File: src/rtl/msi_agg_pkg.sv
package msi_agg_pkg;
  localparam int unsigned VEC_COUNT   = 32;
  localparam int unsigned WORD_W      = 32;
  localparam int unsigned OFFS_W      = 8;
  localparam int unsigned INDEX_SHIFT = 3;
  localparam int unsigned INDEX_W     = $clog2(VEC_COUNT);
  localparam logic [OFFS_W-1:0] OFFS_DOORBELL = 8'h00;
  localparam logic [OFFS_W-1:0] OFFS_STATUS   = 8'h04;
endpackage

File: src/rtl/msi_lane_swap.sv
module msi_lane_swap #(
  parameter int unsigned WIDTH = 32
) (
  input  logic [WIDTH-1:0] in_word,
  output logic [WIDTH-1:0] out_word
);
  localparam int unsigned LANES = WIDTH / 8;

  for (genvar b = 0; b < LANES; b++) begin : g_lane
    assign out_word[8*b +: 8] = in_word[8*(LANES-1-b) +: 8];
  end
endmodule

File: src/rtl/msi_vec_decode.sv
module msi_vec_decode
  import msi_agg_pkg::*;
#(
  parameter int unsigned NVEC  = VEC_COUNT,
  parameter int unsigned WIDTH = WORD_W,
  parameter int unsigned SHIFT = INDEX_SHIFT
) (
  input  logic             strobe,
  input  logic [WIDTH-1:0] logical_word,
  output logic [NVEC-1:0]  set_mask
);
  localparam int unsigned IDX_W = $clog2(NVEC);
  localparam logic [WIDTH-1:0] USED_BITS = WIDTH'(((1 << IDX_W) - 1) << SHIFT);

  logic [IDX_W-1:0] vec_idx;
  logic             unused_bits;

  assign vec_idx     = logical_word[SHIFT +: IDX_W];
  assign unused_bits = ^(logical_word & ~USED_BITS);

  // Reverse placement: vector n lands on bit NVEC-1-n
  for (genvar i = 0; i < NVEC; i++) begin : g_bit
    assign set_mask[i] = strobe && (vec_idx == IDX_W'(NVEC - 1 - i));
  end

  // at most one vector per doorbell
  always_comb begin
    a_r1_single_vector: assert ($onehot0(set_mask));
  end
endmodule

File: src/rtl/msi_pending_reg.sv
module msi_pending_reg #(
  parameter int unsigned NVEC = 32
) (
  input  logic            clk,
  input  logic            rst,
  input  logic [NVEC-1:0] set_mask,
  input  logic            take_all,
  output logic [NVEC-1:0] pend,
  output logic            any_pend
);
  always_ff @(posedge clk) begin
    if (rst) begin
      pend <= '0;
    end else if (take_all) begin
      pend <= set_mask;
    end else begin
      pend <= pend | set_mask;
    end
  end

  assign any_pend = |pend;

  a_r3_set_lands: assert property (@(posedge clk) disable iff (rst)
    (|set_mask) |=> ((pend & $past(set_mask)) == $past(set_mask)));

  a_r5_clear_returned: assert property (@(posedge clk) disable iff (rst)
    (take_all && set_mask == '0) |=> (pend == '0));

  a_r7_sticky: assert property (@(posedge clk) disable iff (rst)
    !take_all |=> ((pend & $past(pend)) == $past(pend)));

  a_r10_reset_clears: assert property (@(posedge clk)
    rst |=> (pend == '0 && !any_pend));
endmodule

File: src/rtl/msi_doorbell_agg.sv
module msi_doorbell_agg
  import msi_agg_pkg::*;
(
  input  logic              clk,
  input  logic              rst,
  input  logic              wr_valid,
  output logic              wr_ready,
  input  logic [OFFS_W-1:0] wr_addr,
  input  logic [WORD_W-1:0] wr_data,
  input  logic              rd_valid,
  output logic              rd_ready,
  input  logic [OFFS_W-1:0] rd_addr,
  output logic              rsp_valid,
  input  logic              rsp_ready,
  output logic [WORD_W-1:0] rsp_data,
  output logic              irq
);
  logic                 wr_fire, db_hit, rd_fire, st_read;
  logic [WORD_W-1:0]    wr_logical, status_bus;
  logic [VEC_COUNT-1:0] set_mask, pend;
  logic                 any_pend;

  assign wr_ready = 1'b1;
  assign wr_fire  = wr_valid && wr_ready;
  assign db_hit   = wr_fire && (wr_addr == OFFS_DOORBELL);

  assign rd_ready = !rsp_valid || rsp_ready;
  assign rd_fire  = rd_valid && rd_ready;
  assign st_read  = rd_fire && (rd_addr == OFFS_STATUS);

  msi_lane_swap #(.WIDTH(WORD_W)) u_wr_swap (
    .in_word (wr_data),
    .out_word(wr_logical)
  );

  msi_vec_decode #(.NVEC(VEC_COUNT), .WIDTH(WORD_W), .SHIFT(INDEX_SHIFT)) u_decode (
    .strobe      (db_hit),
    .logical_word(wr_logical),
    .set_mask    (set_mask)
  );

  msi_pending_reg #(.NVEC(VEC_COUNT)) u_pend (
    .clk     (clk),
    .rst     (rst),
    .set_mask(set_mask),
    .take_all(st_read),
    .pend    (pend),
    .any_pend(any_pend)
  );

  msi_lane_swap #(.WIDTH(WORD_W)) u_rd_swap (
    .in_word (pend),
    .out_word(status_bus)
  );

  always_ff @(posedge clk) begin
    if (rst) begin
      rsp_valid <= 1'b0;
      rsp_data  <= '0;
    end else if (rd_fire) begin
      rsp_valid <= 1'b1;
      rsp_data  <= st_read ? status_bus : '0;
    end else if (rsp_ready) begin
      rsp_valid <= 1'b0;
    end
  end

  assign irq = any_pend;

  a_r6_irq_needs_doorbell: assert property (@(posedge clk) disable iff (rst)
    $rose(irq) |-> $past(db_hit));

  a_r9_rsp_held: assert property (@(posedge clk) disable iff (rst)
    (rsp_valid && !rsp_ready) |=> (rsp_valid && $stable(rsp_data)));

  a_r9_rsp_follows_accept: assert property (@(posedge clk) disable iff (rst)
    rd_fire |=> rsp_valid);
endmodule

File: config.mk
export PLATFORM = sky130hd
export DESIGN_NAME = msi_doorbell_agg
export DESIGN_NICKNAME = d
export VERILOG_FILES = /design/src/rtl/msi_agg_pkg.sv /design/src/rtl/msi_lane_swap.sv /design/src/rtl/msi_vec_decode.sv /design/src/rtl/msi_pending_reg.sv /design/src/rtl/msi_doorbell_agg.sv
export SDC_FILE = /design/constraint.sdc
export NUM_CORES = 1
export LEC_CHECK = 0
export CORE_ASPECT_RATIO = 0.7
export CORE_UTILIZATION = 40
export DETAILED_ROUTE_END_ITERATION = 10
export GPL_TIMING_DRIVEN = 0
export PLACE_DENSITY_LB_ADDON = 0.08
export SLEW_MARGIN = 20
export SYNTH_ARGS = -nofsm -noshare
export SYNTH_HDL_FRONTEND = slang
export SYNTH_SLANG_ARGS = --single-unit
File: constraint.sdc
create_clock -name clk -period 2.6 [get_ports clk]
set_clock_uncertainty 0.1 [all_clocks]
set_input_delay 0.52 -clock clk [delete_from_list [all_inputs] [get_ports clk]]
set_output_delay 0.52 -clock clk [all_outputs]
set_load 0.1 [all_outputs]
# Word level (Yosys, flattened, before mapping)
# Index checks and enable logic that the tools add are counted.
word_totals:
  register_bits: 65
  input_bits: 53
  output_inout_bits: 36
  elab_cells: 81
classes:
  n_eq_ne: 32
  muxes: 4
  bitwise: 1
  n_reduce_logical: 41
ops:
  columns: ["op", "count"]
  rows:
  - ["5-bit == test (second input constant)", 16]
  - ["32-bit two-way mux", 2]
  - ["5-bit by 4-bit == test with 1-bit output (second input constant)", 8]
  - ["1-bit logical AND", 35]
  - ["32-bit OR", 1]
  - ["32-bit OR reduction", 1]
  - ["5-bit by 3-bit == test with 1-bit output (second input constant)", 4]
  - ["5-bit by 2-bit == test with 1-bit output (second input constant)", 2]
  - ["8-bit by 3-bit == test with 1-bit output (second input constant)", 1]
  - ["8-bit zero test", 1]
  - ["5-bit by 1-bit == test with 1-bit output (second input constant)", 1]
  - ["5-bit zero test", 1]
  - ["1-bit two-way mux", 2]
  - ["2-bit nonzero test", 1]
  - ["1-bit zero test", 1]
  - ["1-bit logical OR", 1]

# Longest topological paths before layout
logic_depth:
  ltp_word: 5
  ltp_mapped: 4
  mapped_depth_nobuf: 3

# Hierarchy
# From an unflattened synthesis, not the netlist that was laid out.
unflattened:
  cells_unflattened: 389
  area_unflattened_um2: 3524.6
by_module_without_submodules:
  columns: ["module", "n_inst", "cells_each", "area_per_inst_um2", "seq_area_each_um2"]
  rows:
  - ["msi_doorbell_agg", 1, 164, 1784.2, 660.6]
  - ["msi_pending_reg", 1, 114, 1026.0, 640.6]
  - ["msi_lane_swap", 2, 32, 240.2, 0.0]
  - ["msi_vec_decode", 1, 47, 234.0, 0.0]

# Least setup slack after synthesis
# Ideal clock, no wire load.
synth_timing:
  path_kind: "register -> register"
  startpoint: "reg rsp_valid"
  endpoint: "reg u_pend.pend[16]"
  setup_ns: 0.073
  t_arrival_ns: 2.832
  setup_slack_ns: -0.404
  path_stages_with_launch: 5
  period_less_slack_ns: 3.004
  path_cell_list: "dfxtp_1 -> nand2b_1 -> a41oi_1 -> clkbuf_1 -> o2bb2ai_1"
synth_via:
  elab_chain_len: 5
synth_lines:
  columns: ["item", "line", "rtl"]
  rows:
  - ["from (decl)", "msi_doorbell_agg.sv:13", "output logic rsp_valid,"]
  - ["from (signal assigned)", "msi_doorbell_agg.sv:58", "rsp_valid <= 1'b0;"]
  - ["from (signal assigned)", "msi_doorbell_agg.sv:61", "rsp_valid <= 1'b1;"]
  - ["from (signal assigned)", "msi_doorbell_agg.sv:64", "rsp_valid <= 1'b0;"]
  - ["1-bit zero test", "msi_doorbell_agg.sv:27", "assign rd_ready = !rsp_valid || rsp_ready;"]
  - ["1-bit logical OR", "msi_doorbell_agg.sv:27", null]
  - ["net rd_ready", "msi_doorbell_agg.sv:11", "output logic rd_ready,"]
  - ["1-bit logical AND", "msi_doorbell_agg.sv:28", "assign rd_fire = rd_valid && rd_ready;"]
  - ["1-bit logical AND", "msi_doorbell_agg.sv:29", "assign st_read = rd_fire && (rd_addr == OFFS_STATUS);"]
  - ["32-bit two-way mux", "msi_pending_reg.sv:14", "end else if (take_all) begin"]
  - ["to (signal assigned)", "msi_pending_reg.sv:15", "pend <= set_mask;"]
  - ["to (signal assigned)", "msi_pending_reg.sv:17", "pend <= pend | set_mask;"]
  - ["to (decl)", "msi_pending_reg.sv:8", "output logic [NVEC-1:0] pend,"]
# The timed path passes the listed nets, and every way through them passes these cells.
# A chain may end at the register's enable or synchronous reset.

# Final worst setup path
layout_timing:
  startpoint: "reg rsp_data[9]"
  endpoint: "out rsp_data[9]"
layout_lines:
  columns: ["item", "line", "rtl"]
  rows:
  - ["from (decl)", "msi_doorbell_agg.sv:15", "output logic [WORD_W-1:0] rsp_data,"]
  - ["from (signal assigned)", "msi_doorbell_agg.sv:62", "rsp_data <= st_read ? status_bus : '0;"]
# No word-level cell between the ends.

==> results by group <==
Power
  • Leakage Power: 1.12 nW
  • Pwr Total: 2.10 mW
  • Flop pwr share: 47.5%
  • Comb pwr share: 6.4%
  • Switching Share: 22.7%
  • Internal Dissipation: 1.62 mW
  • Switching power: 0.475 mW
  • Peak VDD IR: 0.376 mV
  • Clock share of power: 46.0%
  • PD cells: 616 mW/mm²

Status
  • Status: finished clean

GRT
  • First-pass GRT wire length: 9700 µm
  • Number of global-route vias before repair: 1919
  • Overall Global Routing Usage: 20.4%
  • Largest net degree at the start of global routing: 13
  • Antenna violations before repair: 0
  • GRT Residual Overflow: 0

Worst setup path
  • Critical path's slowest cell: clkdlybuf4s50_1
  • R2R setup slack: 0.95 ns
  • Crit path required time: 1.98 ns
  • CP Cell Sequence: clkdlybuf4s50_1
  • Crit start category: flip-flop
  • CP Buf/Inv Count: 1
  • Crit path max fanout: 2
  • CP Class: reg2out
  • CP endpoint kind: primary output
  • Worst reg2reg path endpoint: u_pend.pend[18]
  • Worst r2r src: rsp_valid
  • Top cell family by delay on the critical path: buffers and inverters
  • CP peak stage delay: 1.14 ns
  • Worst r2r path cells: 4
  • Critical path arrival: 1.83 ns

Route
  • Routed WL per cell: 16.1 µm
  • DRC Markers: 0
  • Vias: 2053
  • Vias per cell: 5.50
  • DRT iter0 DRCs: 72
  • Final ANT Viol Nets: 0
  • First-pass DRT Iterations: 4
  • Final wirelength: 6000 µm

Cells and area
  • NumNets Final: 346
  • Final core utilization: 58.0%
  • Area delta synth->final: 36.2%
  • # diodes: 0
  • Post-route cell area: 0.00341 mm²
  • Share of layout cells above drive strength 1: 10.7%

Clock tree
  • CTS tree: done
  • Post-CTS Hold Fix Bufs: 0
  • Clock latency on the worst-skew pair: 0.34 ns
  • CTS clk-pin slew, worst paths: 0.07 ns
  • Sink Count: 65
  • CTS Root Cell: clkbuf_8
  • Clk buf depth: 2
  • CTS buffer count: 9
  • Setup repair bufs after CTS: 0
  • Htree depth: 3

Yosys
  • Syn_nets: 276
  • Count of mapped cells out of synthesis: 223
  • Post-synthesis compound-gate area fraction: 23.2%
  • Mean Syn Cell Area: 11.2 µm²
  • Main combinational cell family by area after synthesis: compound AO/OA/AOI/OAI gates
  • Synth Register Bits: 65
  • Simple-Gate Fraction of Synth Area: 22.0%
  • Synth Area in Adders: 0%
  • XOR/XNOR share of the synthesized area: 0%
  • Synth cell types: 29
  • Seq/Total Area, Yosys: 52.0%
  • Synthesized cell area: 0.00250 mm²
  • Yosys warnings: 0
  • Post-synthesis mux area share: 0%

Floorplan
  • Die outline width: 96.5 µm
  • # IOs: 89
  • Core Area: 0.00587 mm²
  • Initial Utilization: 42.6%
  • Die Area: 0.00658 mm²
  • Number of cell rows: 23
  • Die Ht: 68.2 µm

Timing
  • Slew Viols, Final: 0
  • Setup tns final: 0 ns
  • Measured slew at the worst slew-check pin: 0.974 ns
  • RSZ-0062 raised after global routing: no
  • Fin crit period: 2.45 ns
  • Final hold vios: 0
  • Setup violators final: 0
  • Fin crit share: 94.1%
  • Fmax: 0.409 GHz
  • Rel. slew slack: 34.9%

Placement
  • Hpwl dp: 4600 µm
  • GP Congestion: 0.828
  • Placed Area: 0.00319 mm²
  • I/O Buffers: 59

Flow run
  • Number of max-cap violations: 0

Min path
  • WHS Path Cells: 1
  • Min-Delay Endpoint: rsp_data[18]
  • Hold Startpoint: rsp_data[18]
  • Hold Crit Class: reg2reg
-- power by group through the flow --
stage / clock network [mW] / logic (mW) / registers, mW
3_3_place_gp: 0 / 0.134 / 1.02
4_1_cts: 0.982 / 0.135 / 0.997
6_report: 0.965 / 0.135 / 0.997
5_1_grt: 1.03 / 0.145 / 0.996
2_1_floorplan: 0 / 0.0655 / 1.03
3_5_place_dp: 0 / 0.135 / 1.02
-- layer usage --
layer  up-vias  global-route usage, %  share of wire [%]
li1       1009                      -                  -
met1       976                   29.2                 52
met2        61                   28.8                 40
met3         7                   6.33                7.1
met4         0                   6.62               0.92
met5         -                      0                  0
-- what timing repair did --
item	CTS	global route
pin swaps	0	0
gates resized for setup	7	1
endpoints found under the hold margin	0	0
setup endpoints to repair	2	1
-- how the worst max path moves through the flow --
stage	start	endpoint	cells after the start
after floorplan	rsp_valid	u_pend.pend[16]	4
after global placement	rsp_ready	rd_ready	3
after detailed placement	rsp_ready	rd_ready	3
after CTS	rsp_ready	rd_ready	3
after global routing	u_pend.pend[26]	irq	4
final	rsp_data[9]	rsp_data[9]	1
-- layout by cell type, fill, tap and decap left out, types with 2 or more instances in the layout --
master	count
dfxtp_1	64
clkdlybuf4s50_1	57
o2bb2ai_1	48
nand2b_1	32
a22o_1	16
clkbuf_1	11
nor4_1	10
clkbuf_8	10
nand4_1	7
buf_2	4
nor4_4	4
a21oi_1	2
nor4b_1	2
nor3b_1	2
or3_1	2
nor3_1	2
or3b_2	2
bufinv_16	2
-- cells by family (layout without fill, tap and decap cells) --
logic type | count (synthesis) | in the layout
and+or+nand+nor | 74 | 74
other | 1 | 1
buffers and inverters | 16 | 91
AOI/OAI and AO/OA | 67 | 67
DFF | 65 | 65
-- through the flow --
step                      cells  setup WS (ns)  hold slack (ns)
after detailed placement    357         -0.289            0.346
final                       373          0.153            0.364
after global placement      357         -0.269            0.348
after global routing        373         0.0533            0.377
after CTS                   373         0.0131            0.367
after floorplan             223          0.390            0.355
-- area by class of cell --
type,instances,area [µm²]
Sequential cell,65,1300
Fill cell,518,2460
Timing Repair Buffer,59,581
Inverter,1,3.75
Multi-Input combinational cell,142,1130
Clock buffer,10,138
Clock inverter,6,90.1
Buffer,15,63.8
Tap cell,75,93.8
-- cell usage after synthesis --
cell,instances,share of area [%]
or3b_2,2,0.70
o2bb2ai_1,48,17
nor3_1,2,0.40
or4_4,1,0.45
nor4_1,10,2.5
conb_1,1,0.15
or4bb_1,1,0.45
and2_1,1,0.25
nor4_4,4,3.4
a21oi_1,2,0.40
nor4b_1,2,0.70
a41oi_1,1,0.35
clkbuf_1,11,1.7
nand2b_1,33,8.3
buf_4,1,0.30
nor3b_1,2,0.60
or2_2,1,0.25
a22o_1,16,5.6
nand3b_1,1,0.30
or3_1,2,0.50
nand4_1,7,1.8
inv_1,1,0.15
nand2_1,1,0.15
and3b_1,1,0.35
or4b_1,1,0.40
nor4bb_1,1,0.40
buf_2,3,0.60
nor2_1,1,0.15
dfxtp_1,65,52
-- sequential cells by signal (all words and copies together) (netlist names) --
| name | cells |
|---|---|
| rsp_valid | 1 |
| u_pend.pend | 32 |
| rsp_data | 32 |
No activity file was read; power rests on OpenSTA's default activity.
